--- config.mk ---
export PLATFORM = sky130hd
export DESIGN_NAME = mesi_snoop_ctrl
export DESIGN_NICKNAME = d
export VERILOG_FILES = /design/src/rtl/mesi_pkg.sv /design/src/rtl/mesi_line_array.sv /design/src/rtl/mesi_snoop_unit.sv /design/src/rtl/mesi_proc_fsm.sv /design/src/rtl/mesi_snoop_ctrl.sv
export SDC_FILE = /design/constraint.sdc
export NUM_CORES = 1
export LEC_CHECK = 0
export BUFFER_PORTS_ARGS = -buffer_cell sky130_fd_sc_hd__buf_2
export CELL_PAD_IN_SITES_DETAIL_PLACEMENT = 2
export CELL_PAD_IN_SITES_GLOBAL_PLACEMENT = 2
export CORE_ASPECT_RATIO = 0.5
export CORE_MARGIN = 4
export CORE_UTILIZATION = 40
export CTS_BUF_LIST = sky130_fd_sc_hd__clkbuf_8
export CTS_CLUSTER_SIZE = 14
export DETAILED_ROUTE_END_ITERATION = 10
export GPL_ROUTABILITY_DRIVEN = 0
export GPL_TIMING_DRIVEN = 0
export PLACE_DENSITY = 0.81
export SLEW_MARGIN = 20
export SYNTH_ARGS = -nofsm -noshare
export SYNTH_HDL_FRONTEND = slang
export SYNTH_SLANG_ARGS = --single-unit
--- constraint.sdc ---
create_clock -name clk_i -period 3 [get_ports clk_i]
set_clock_uncertainty 0.1 [all_clocks]
set_input_delay 0 -clock clk_i [delete_from_list [all_inputs] [get_ports clk_i]]
set_output_delay 0 -clock clk_i [all_outputs]
set_load 0.03 [all_outputs]
--- src/rtl/mesi_pkg.sv ---
package mesi_pkg;
  typedef enum logic [1:0] {
    ST_I = 2'd0,
    ST_S = 2'd1,
    ST_E = 2'd2,
    ST_M = 2'd3
  } line_st_e;

  typedef enum logic {
    CMD_RD  = 1'b0,
    CMD_RDX = 1'b1
  } bus_cmd_e;

  typedef enum logic [1:0] {
    FS_IDLE = 2'd0,
    FS_REQ  = 2'd1,
    FS_RESP = 2'd2
  } fsm_e;
endpackage

--- src/rtl/mesi_line_array.sv ---
module mesi_line_array
  import mesi_pkg::*;
#(
  parameter int unsigned IDX_W = 3,
  parameter int unsigned TAG_W = 9
) (
  input  logic             clk_i,
  input  logic             rst_ni,
  input  logic [IDX_W-1:0] p_idx_i,
  output logic [TAG_W-1:0] p_tag_o,
  output line_st_e         p_st_o,
  input  logic [IDX_W-1:0] s_idx_i,
  output logic [TAG_W-1:0] s_tag_o,
  output line_st_e         s_st_o,
  input  logic             fill_we_i,
  input  logic [IDX_W-1:0] fill_idx_i,
  input  logic [TAG_W-1:0] fill_tag_i,
  input  line_st_e         fill_st_i,
  input  logic             snp_we_i,
  input  logic [IDX_W-1:0] snp_idx_i,
  input  line_st_e         snp_st_i,
  input  logic             upg_we_i,
  input  logic [IDX_W-1:0] upg_idx_i
);
  localparam int unsigned LINES = 1 << IDX_W;

  line_st_e         st_q  [LINES];
  logic [TAG_W-1:0] tag_q [LINES];

  // own fill > snoop demotion > silent upgrade
  always_ff @(posedge clk_i or negedge rst_ni) begin
    if (!rst_ni) begin
      for (int i = 0; i < LINES; i++) begin
        st_q[i]  <= ST_I;
        tag_q[i] <= '0;
      end
    end else begin
      for (int i = 0; i < LINES; i++) begin
        if (fill_we_i && fill_idx_i == IDX_W'(i)) begin
          st_q[i]  <= fill_st_i;
          tag_q[i] <= fill_tag_i;
        end else if (snp_we_i && snp_idx_i == IDX_W'(i)) begin
          st_q[i] <= snp_st_i;
        end else if (upg_we_i && upg_idx_i == IDX_W'(i)) begin
          st_q[i] <= ST_M;
        end
      end
    end
  end

  assign p_tag_o = tag_q[p_idx_i];
  assign p_st_o  = st_q[p_idx_i];
  assign s_tag_o = tag_q[s_idx_i];
  assign s_st_o  = st_q[s_idx_i];

  // silent upgrade only ever leaves Exclusive
  p_upg_from_e_r4: assert property (@(posedge clk_i) disable iff (!rst_ni)
    upg_we_i |-> st_q[upg_idx_i] == ST_E);

  // an install never collides with a silent upgrade
  p_fill_upg_excl_r5: assert property (@(posedge clk_i) disable iff (!rst_ni)
    !(fill_we_i && upg_we_i));
endmodule

--- src/rtl/mesi_snoop_unit.sv ---
module mesi_snoop_unit
  import mesi_pkg::*;
#(
  parameter int unsigned IDX_W    = 3,
  parameter int unsigned TAG_W    = 9,
  parameter int unsigned N_AGENTS = 4,
  parameter int unsigned AGENT_ID = 1
) (
  input  logic                clk_i,
  input  logic                rst_ni,
  input  logic                snoop_valid_i,
  input  bus_cmd_e            snoop_cmd_i,
  input  logic [IDX_W-1:0]    snoop_idx_i,
  input  logic [TAG_W-1:0]    snoop_tag_i,
  input  logic [TAG_W-1:0]    look_tag_i,
  input  line_st_e            look_st_i,
  input  logic [N_AGENTS-1:0] shared_vec_i,
  output logic                shared_o,
  output logic                supply_o,
  output logic                busy_o,
  output logic                wr_we_o,
  output logic [IDX_W-1:0]    wr_idx_o,
  output line_st_e            wr_st_o
);
  localparam logic [N_AGENTS-1:0] LOWER_MASK =
    N_AGENTS'((64'd1 << AGENT_ID) - 64'd1);

  logic             pend_q;
  bus_cmd_e         cmd_q;
  logic [IDX_W-1:0] idx_q;
  line_st_e         hst_q;
  logic             hold;
  logic             prio_ok;

  always_ff @(posedge clk_i or negedge rst_ni) begin
    if (!rst_ni) begin
      pend_q <= 1'b0;
      cmd_q  <= CMD_RD;
      idx_q  <= '0;
      hst_q  <= ST_I;
    end else begin
      pend_q <= snoop_valid_i;
      if (snoop_valid_i) begin
        cmd_q <= snoop_cmd_i;
        idx_q <= snoop_idx_i;
        hst_q <= (look_tag_i == snoop_tag_i) ? look_st_i : ST_I;
      end
    end
  end

  assign hold     = pend_q && (hst_q != ST_I);
  assign prio_ok  = ~|(shared_vec_i & LOWER_MASK);
  assign shared_o = hold;
  assign supply_o = hold && ((hst_q == ST_M) || (hst_q == ST_E) || prio_ok);
  assign busy_o   = pend_q;
  assign wr_we_o  = hold;
  assign wr_idx_o = idx_q;
  assign wr_st_o  = (cmd_q == CMD_RDX) ? ST_I : ST_S;

  // the holder bit only ever answers a snoop of the previous cycle
  p_shared_answers_snoop_r7: assert property (@(posedge clk_i) disable iff (!rst_ni)
    shared_o |-> $past(snoop_valid_i));

  // data is supplied only by an agent that reports a copy
  p_supply_needs_copy_r8: assert property (@(posedge clk_i) disable iff (!rst_ni)
    supply_o |-> shared_o);
endmodule

--- src/rtl/mesi_proc_fsm.sv ---
module mesi_proc_fsm
  import mesi_pkg::*;
#(
  parameter int unsigned LINE_AW  = 12,
  parameter int unsigned IDX_W    = 3,
  parameter int unsigned N_AGENTS = 4
) (
  input  logic                clk_i,
  input  logic                rst_ni,
  input  logic                proc_req_i,
  input  logic                proc_we_i,
  input  logic [LINE_AW-1:0]  proc_line_i,
  output logic                proc_done_o,
  input  logic [LINE_AW-IDX_W-1:0] look_tag_i,
  input  line_st_e            look_st_i,
  input  logic                blocked_i,
  output logic                bus_req_o,
  output bus_cmd_e            bus_cmd_o,
  output logic [LINE_AW-1:0]  bus_line_o,
  input  logic                bus_gnt_i,
  input  logic [N_AGENTS-1:0] shared_vec_i,
  output logic                fill_we_o,
  output logic [IDX_W-1:0]    fill_idx_o,
  output logic [LINE_AW-IDX_W-1:0] fill_tag_o,
  output line_st_e            fill_st_o,
  output logic                upg_we_o,
  output logic [IDX_W-1:0]    upg_idx_o
);
  localparam int unsigned TAG_W = LINE_AW - IDX_W;

  fsm_e               st_q, st_d;
  logic               we_q;
  bus_cmd_e           cmd_q;
  logic [LINE_AW-1:0] line_q;
  logic               match, hit, others;

  // own holder bit is low during own response: no snoop precedes it
  assign others = |shared_vec_i;
  assign match  = (look_tag_i == proc_line_i[LINE_AW-1:IDX_W]) && (look_st_i != ST_I);
  assign hit    = proc_we_i ? (match && (look_st_i == ST_M || look_st_i == ST_E)) : match;

  always_comb begin
    st_d        = st_q;
    proc_done_o = 1'b0;
    bus_req_o   = 1'b0;
    fill_we_o   = 1'b0;
    upg_we_o    = 1'b0;
    fill_st_o   = we_q ? ST_M : (others ? ST_S : ST_E);
    unique case (st_q)
      FS_IDLE: begin
        if (proc_req_i && !blocked_i) begin
          if (hit) begin
            proc_done_o = 1'b1;
            upg_we_o    = proc_we_i && (look_st_i == ST_E);
          end else begin
            st_d = FS_REQ;
          end
        end
      end
      FS_REQ: begin
        bus_req_o = 1'b1;
        if (bus_gnt_i) st_d = FS_RESP;
      end
      FS_RESP: begin
        proc_done_o = 1'b1;
        fill_we_o   = 1'b1;
        st_d        = FS_IDLE;
      end
      default: st_d = FS_IDLE;
    endcase
  end

  always_ff @(posedge clk_i or negedge rst_ni) begin
    if (!rst_ni) begin
      st_q   <= FS_IDLE;
      we_q   <= 1'b0;
      cmd_q  <= CMD_RD;
      line_q <= '0;
    end else begin
      st_q <= st_d;
      if (st_q == FS_IDLE && st_d == FS_REQ) begin
        we_q   <= proc_we_i;
        cmd_q  <= proc_we_i ? CMD_RDX : CMD_RD;
        line_q <= proc_line_i;
      end
    end
  end

  assign bus_cmd_o  = cmd_q;
  assign bus_line_o = line_q;
  assign fill_idx_o = line_q[IDX_W-1:0];
  assign fill_tag_o = line_q[LINE_AW-1:IDX_W];
  assign upg_idx_o  = proc_line_i[IDX_W-1:0];

  // a pending request is held unchanged until granted
  p_req_hold_r11: assert property (@(posedge clk_i) disable iff (!rst_ni)
    bus_req_o && !bus_gnt_i |=> bus_req_o && $stable(bus_line_o) && $stable(bus_cmd_o));

  // the cycle after a grant completes the access and drops the request
  p_resp_done_r2: assert property (@(posedge clk_i) disable iff (!rst_ni)
    bus_req_o && bus_gnt_i |=> proc_done_o && !bus_req_o);

  // nothing completes locally while a snoop is being resolved
  p_snoop_stall_r12: assert property (@(posedge clk_i) disable iff (!rst_ni)
    $past(blocked_i) && blocked_i && !$past(bus_gnt_i) |-> !proc_done_o);
endmodule

--- src/rtl/mesi_snoop_ctrl.sv ---
module mesi_snoop_ctrl
  import mesi_pkg::*;
#(
  parameter int unsigned LINE_AW  = 12,
  parameter int unsigned IDX_W    = 3,
  parameter int unsigned N_AGENTS = 4,
  parameter int unsigned AGENT_ID = 1
) (
  input  logic                clk_i,
  input  logic                rst_ni,
  input  logic                proc_req_i,
  input  logic                proc_we_i,
  input  logic [LINE_AW-1:0]  proc_line_i,
  output logic                proc_done_o,
  output logic                bus_req_o,
  output logic                bus_cmd_o,
  output logic [LINE_AW-1:0]  bus_line_o,
  input  logic                bus_gnt_i,
  input  logic                snoop_valid_i,
  input  logic                snoop_cmd_i,
  input  logic [LINE_AW-1:0]  snoop_line_i,
  output logic                shared_o,
  input  logic [N_AGENTS-1:0] shared_vec_i,
  output logic                supply_o
);
  localparam int unsigned TAG_W = LINE_AW - IDX_W;

  logic [TAG_W-1:0] p_tag, s_tag, fill_tag;
  line_st_e         p_st, s_st, fill_st, snp_st;
  logic             fill_we, snp_we, upg_we, snp_busy;
  logic [IDX_W-1:0] fill_idx, snp_idx, upg_idx;
  bus_cmd_e         cmd_e, snp_cmd_e;

  assign snp_cmd_e = bus_cmd_e'(snoop_cmd_i);
  assign bus_cmd_o = cmd_e;

  mesi_line_array #(.IDX_W(IDX_W), .TAG_W(TAG_W)) u_array (
    .clk_i      (clk_i),
    .rst_ni     (rst_ni),
    .p_idx_i    (proc_line_i[IDX_W-1:0]),
    .p_tag_o    (p_tag),
    .p_st_o     (p_st),
    .s_idx_i    (snoop_line_i[IDX_W-1:0]),
    .s_tag_o    (s_tag),
    .s_st_o     (s_st),
    .fill_we_i  (fill_we),
    .fill_idx_i (fill_idx),
    .fill_tag_i (fill_tag),
    .fill_st_i  (fill_st),
    .snp_we_i   (snp_we),
    .snp_idx_i  (snp_idx),
    .snp_st_i   (snp_st),
    .upg_we_i   (upg_we),
    .upg_idx_i  (upg_idx)
  );

  mesi_snoop_unit #(
    .IDX_W(IDX_W), .TAG_W(TAG_W), .N_AGENTS(N_AGENTS), .AGENT_ID(AGENT_ID)
  ) u_snoop (
    .clk_i         (clk_i),
    .rst_ni        (rst_ni),
    .snoop_valid_i (snoop_valid_i),
    .snoop_cmd_i   (snp_cmd_e),
    .snoop_idx_i   (snoop_line_i[IDX_W-1:0]),
    .snoop_tag_i   (snoop_line_i[LINE_AW-1:IDX_W]),
    .look_tag_i    (s_tag),
    .look_st_i     (s_st),
    .shared_vec_i  (shared_vec_i),
    .shared_o      (shared_o),
    .supply_o      (supply_o),
    .busy_o        (snp_busy),
    .wr_we_o       (snp_we),
    .wr_idx_o      (snp_idx),
    .wr_st_o       (snp_st)
  );

  mesi_proc_fsm #(
    .LINE_AW(LINE_AW), .IDX_W(IDX_W), .N_AGENTS(N_AGENTS)
  ) u_fsm (
    .clk_i        (clk_i),
    .rst_ni       (rst_ni),
    .proc_req_i   (proc_req_i),
    .proc_we_i    (proc_we_i),
    .proc_line_i  (proc_line_i),
    .proc_done_o  (proc_done_o),
    .look_tag_i   (p_tag),
    .look_st_i    (p_st),
    .blocked_i    (snoop_valid_i || snp_busy),
    .bus_req_o    (bus_req_o),
    .bus_cmd_o    (cmd_e),
    .bus_line_o   (bus_line_o),
    .bus_gnt_i    (bus_gnt_i),
    .shared_vec_i (shared_vec_i),
    .fill_we_o    (fill_we),
    .fill_idx_o   (fill_idx),
    .fill_tag_o   (fill_tag),
    .fill_st_o    (fill_st),
    .upg_we_o     (upg_we),
    .upg_idx_o    (upg_idx)
  );

  // own bus request and snoop demotion never hit the same cycle
  p_fill_snoop_excl_r10: assert property (@(posedge clk_i) disable iff (!rst_ni)
    !(fill_we && snp_we));
endmodule

## Word-level counts from Yosys, hierarchy flattened

Cells that the tools add are included.

| operators by class | value |
|---|---|
| order comparisons | 2 |
| equality and inequality tests | 30 |
| mux-type cells | 54 |
| bitwise logic cells | 2 |
| reduce and logical (&&, ||, !) cells | 52 |

Operator list:

| cell | number |
|---|---|
| 2-bit two-way mux | 34 |
| 9-bit binary-select mux with 3-bit select | 2 |
| 3-bit equality test (second input constant) | 12 |
| 9-bit two-way mux | 4 |
| 1-bit logical AND | 31 |
| 3-bit nonzero test | 8 |
| 3-bit by 2-bit equality test with 1-bit output (second input constant) | 6 |
| 9-bit equality test | 2 |
| 2-bit binary-select mux with 3-bit select | 2 |
| 2-bit equality test (second input constant) | 5 |
| 1-bit two-way mux | 10 |
| 3-bit by 1-bit equality test with 1-bit output (second input constant) | 3 |
| 3-bit zero test | 3 |
| 4-bit greater-or-equal comparator (second input constant) | 2 |
| 3-bit inverter with 4-bit output | 2 |
| 2-bit by 1-bit equality test with 1-bit output (second input constant) | 2 |
| 1-bit logical OR | 4 |
| 2-bit one-hot mux with 2 select lines | 1 |
| 2-bit nonzero test | 2 |
| 4-bit OR reduction | 1 |
| 1-bit zero test | 2 |
| 2-bit zero test | 1 |
| 1-bit one-hot mux with 2 select lines | 1 |

| storage, ports and cells | value |
|---|---|
| register bits after elaboration | 111 |
| input bits | 35 |
| output and inout bits | 17 |

## Logic depth before layout (Yosys ltp)

| depth | value |
|---|---|
| word-level depth | 15 |
| depth in mapped cells | 10 |

## Hierarchy

A second synthesis with hierarchy kept.

| unflattened totals | value |
|---|---|
| cells, all modules | 444 |
| area total of the unflattened synthesis | 6470.0 µm² |

By module, submodules not included:

| module | instances | cells an instance | area an instance (µm²) | sequential area each (µm²) |
|---|---|---|---|---|
| mesi_line_array | 1 | 338 | 5181.2 | 2202.1 |
| mesi_proc_fsm | 1 | 71 | 898.4 | 375.4 |
| mesi_snoop_unit | 1 | 34 | 384.1 | 175.2 |
| mesi_snoop_ctrl | 1 | 1 | 6.3 | 0.0 |

## Worst setup path after synthesis

No wires, ideal clock.

| timing | value |
|---|---|
| path type | register to output |
| from | reg u_array.tag_q[3] in the netlist's numbering |
| to | out proc_done_o |
| data arrival time | 2.352 ns |
| data required time | 2.900 ns |
| path slack | 0.548 ns |
| stages on the path, launching flop included | 8 |
| cells stage by stage | dfrtp_1 mux2_1 o22ai_1 a221oi_1 xor2_1 nor4_2 nand2_1 o21ai_0 |

| on the way | value |
|---|---|
| word-level cells in the longest chain between the ends | 10 |

RTL lines:

| element | line | text |
|---|---|---|
| start: declaration | mesi_line_array.sv:28 | `logic [TAG_W-1:0] tag_q [LINES];` |
| start signal: indexed assignment | mesi_line_array.sv:41 | `tag_q[i] <= fill_tag_i;` |
| 9-bit binary-select mux with 3-bit select * | mesi_line_array.sv:51 | `assign p_tag_o = tag_q[p_idx_i];` |
| 9-bit two-way mux (not written as such) * (2 in a row) | mesi_line_array.sv:51 |  |
| 9-bit equality test * | mesi_proc_fsm.sv:39 | `assign match = (look_tag_i == proc_line_i[LINE_AW-1:IDX_W]) && (look_st_i != ST_I);` |
| 1-bit logical AND * | mesi_proc_fsm.sv:39 |  |
| 1-bit logical AND | mesi_proc_fsm.sv:40 | `assign hit = proc_we_i ? (match && (look_st_i == ST_M \|\| look_st_i == ST_E)) : match;` |
| 1-bit two-way mux * | mesi_proc_fsm.sv:40 |  |
| 1-bit two-way mux * | mesi_proc_fsm.sv:52 | `if (hit) begin` |
| 1-bit two-way mux * | mesi_proc_fsm.sv:51 | `if (proc_req_i && !blocked_i) begin` |
| 1-bit one-hot mux with 2 select lines * | mesi_proc_fsm.sv:49 | `unique case (st_q)` |
| end: declaration | mesi_snoop_ctrl.sv:14 | `output logic proc_done_o,` |

Every way passes the cells marked *; elsewhere a longest branch is shown, timed or not. The select of a mux whose other input is x is not followed.

## Worst setup path after layout

Ends and elaborated chain as after synthesis.

==> summary.md <==
| Metric | Value |
|---|---|
| Outcome | completed |
| Final instance area | 7020 µm² |
| CTS buffer count | 9 |
| Io pins | 52 |
| Vias in the first global route | 5,276 |
| Leakage power | 0.00320 µW |
| Worst Hold Depth | 4 |
| DP Area | 6640 µm² |
| Initial drt markers | 349 |
| Final worst slack | 0.0699 ns |
| Clock root buffer | clkbuf_8 |
| Seq cells post-synth | 110 |
| Largest net degree at the start of global routing | 73 |
| Die Area | 17,500 µm² |
| Total power | 5210 µW |
| N_diodes | 0 |
| Final Net Count | 621 |
| Total wire length | 21,200 µm |
| Worst endpoint required time | 2.90 ns |
| Worst path buffer plus inverter count | 1 |
| Cell count after synthesis | 510 |
| Detailed placement HPWL | 14,500 µm |
| Top post-synthesis cells by count | dfrtp_1 (110), nand2_1 (77), mux2_2 (75) |
| Top post-synthesis cells by area | dfrtp_1 (45%), mux2_2 (14%), mux4_2 (11%), mux2i_1 (5.2%), nand2_1 (4.7%) |
| Fill cells | 1,492 |
| Pwr/cell area | 743 nW/µm² |
| Worst reg2reg setup slack | 0.18 ns |
| Vias | 4,710 |
| TritonCTS clock tree | done |
| Hold Fails Final Rpt | 0 |
| Setup Slack @ Placement | -0.192 ns |
| YS warnings | 0 |
| Delay-heaviest family, CP | simple AND/OR/NAND/NOR gates |
| Die Ht | 95.5 µm |
| Share of cells above drive strength 1 | 0.335 |
| P&R area growth vs syn | 14.5% |
| Core area | 14,700 µm² |
| Minimum clock period | 2.93 ns |
| RSZ-0062 raised after global routing | true |
| Peak supply drop | 246 µV |
| IO buf count | 47 |
| Clk buf depth | 2 |
| Slew margin rel. | 0.318 |
| Post-synthesis area per instance | 12.0 µm² |
| Synth unique cells | 43 |
| Crit-path max FO | 5 |
| Cell taking the most area after synthesis | dfrtp_1 |
| Sink Count | 110 |
| Slowest stage delay, CP | 0.47 ns |
| Top-count cell post-synth | dfrtp_1 |
| Overflow after GRT | 0 |
| Tcrit/Tclk final | 0.977 |
| Hold endpoint | u_fsm.bus_line_o[2]$_DFFE_PN0P_ |
| GRT Total Usage | 0.254 |
| H-tree depth | 3 |
| Slew at the pin closest to its max-slew limit | 1.02 ns |
| Mapped Area | 6130 µm² |
| CP startpoint kind | flip-flop |
| Vias per cell | 5.97 |
| Cells along the critical path | mux2_1 -> o22ai_1 -> a221oi_1 -> xor2_1 -> nor4_4 -> nand2_2 -> o21ai_0 -> buf_2 |
| Drc violations | 0 |
| Hold crit path type | in2reg |
| Most used DFF post-synth | dfrtp_1 |
| Chip Width | 183 µm |
| Starting Density | 0.416 |
| Slowest stage cell, crit path | nor4_4 |
| Clk Latency, worst-skew pair | 0.41 ns |
| Max-cap violations | 0 |
| Worst r2r dst | u_fsm.bus_line_o[7]$_DFFE_PN0P_ |
| Sequential-to-total area share from yosys stat | 0.449 |
| # rows | 31 |
| Setup Crit Path Kind | reg2out |
| Worst min-delay path startpoint | proc_req_i |
| Worst R2R Start | u_array.tag_q[6]$_DFFE_PN0P_ |
| Post-synth EDFFs | 0 |
| R2R depth | 9 |
| First-pass GRT wire length | 32,700 µm |
| Maximum clock rate | 341 MHz |
| Synth top area share | 0.449 |
| WL/cell | 26.8 µm |
| Slew Limit Fails | 0 |
| CP arrival | 2.83 ns |
| Final ANT Viol Nets | 0 |
| Post-synthesis async set-or-reset flop share | 1.00 |
| Finish-stage setup viols | 0 |
| Net Count, Synth | 545 |
| First-pass DRT Iterations | 4 |
| Setup crit end kind | primary output |
| Initial antenna violation count | 0 |
| Clk slew on worst S/H paths | 0.11 ns |
==> worst register-to-register path, delay by kind of cell (launching register included) <==
| kind | cells | cell delay [ns] |
|---|---|---|
| compound gates | 1 | 0.27 |
| flops | 1 | 0.42 |
| simple gates | 1 | 0.07 |
| buf+inv | 3 | 0.61 |
| mux | 3 | 1.04 |
| xor+xnor | 1 | 0.20 |
==> area by class of cell <==
cell class | count | area [µm²] | share of cell area
plain buffers | 38 | 186 | 0.0266
clock buffers | 10 | 138 | 0.0196
clock inverters | 6 | 62.6 | 0.00892
inverters | 4 | 15.0 | 0.00214
multi-input cells | 358 | 3190 | 0.454
flip-flops and latches | 110 | 2750 | 0.392
well taps | 198 | 248 | 0.0353
repair buffers | 65 | 427 | 0.0608
==> worst max-delay path by stage <==
stage,startpoint,endpoint,cells past startpoint
final,u_array.tag_q[3]$_DFFE_PN0P_,proc_done_o,8
after global routing,u_array.tag_q[12]$_DFFE_PN0P_,proc_done_o,8
after CTS,u_array.tag_q[3]$_DFFE_PN0P_,proc_done_o,8
after detailed placement,proc_line_i[1],u_array.st_q[14]$_DFFE_PN0P_,8
after global placement,snoop_line_i[0],u_snoop.hst_q[1]$_DFFE_PN0P_,8
after floorplan,u_array.tag_q[3]$_DFFE_PN0P_,proc_done_o,7
==> cells in the final DEF (no fill, tap or decap), drive strengths merged, types with 3 or more instances in the layout <==
master and n:
a21oi 9, a211oi 4, nand2 77, mux2 85
dlygate4sd3 15, or3 4, nor2b 5, a221oi 4
a22o 3, nand4 3, mux2i 32, nand2b 9
o41ai 6, and3 4, nor3 3, inv 5
nor2 20, mux4 30, buf 67, and2 3
xor2 5, o21ai 6, nand3 4, xnor2 10
dfrtp 110, nor4 6, o22ai 17, clkbuf 31
==> what timing repair did <==
action | 4_1_cts | 5_1_grt
pin swaps | 1 | 0
endpoints found under the hold margin | 104 | 0
resized for setup | 1 | 3
setup endpoints to repair | 1 | 3
hold buffers | 15 | 0
buffers inserted | 2 | 0
==> metal layers <==
metal / up-vias / GRT usage / part of all wire
met2: 129 / 0.432 / 0.49
met1: 2550 / 0.341 / 0.44
met5: - / 0 / 0
li1: 2010 / - / -
met4: 0 / 0.0669 / 0.014
met3: 21 / 0.0438 / 0.061
==> metrics by stage <==
stage	instances	hold slack, ns	setup TNS [ns]	util
after global placement	755	0.0257	-0.137	0.449
after CTS	789	0.00212	0	0.476
after floorplan	510	-0.396	0	-
after global routing	789	0.0324	-0.0558	0.476
after detailed placement	756	-0.0325	-2.43	0.450
final	789	0.0192	0	0.476
==> power by group <==
part           leakage [µW]  total (µW)  switching, µW  internal, µW
Sequential          0.00141        2400            419          1980
Clock             0.0000997         966            559           407
Combinational       0.00169        1840            907           938
==> state kept, by name, indices dropped and copies added (netlist names) <==
name and cells:
u_snoop.busy_o 1, u_fsm.bus_cmd_o 1, u_fsm.st_q 2, u_fsm.bus_line_o 12, u_array.st_q 16, u_snoop.cmd_q 1, u_array.tag_q 72, u_snoop.wr_idx_o 3
u_snoop.hst_q 2
==> logic make-up after synthesis <==
logic type	synth area share
muxes	0.324
buffers and inverters	0.0327
DFF	0.449
xor gates and xnor gates	0.0214
AOI/OAI and AO/OA	0.0653
and+or+nand+nor	0.107
Power figures use the tool's default switching activity.
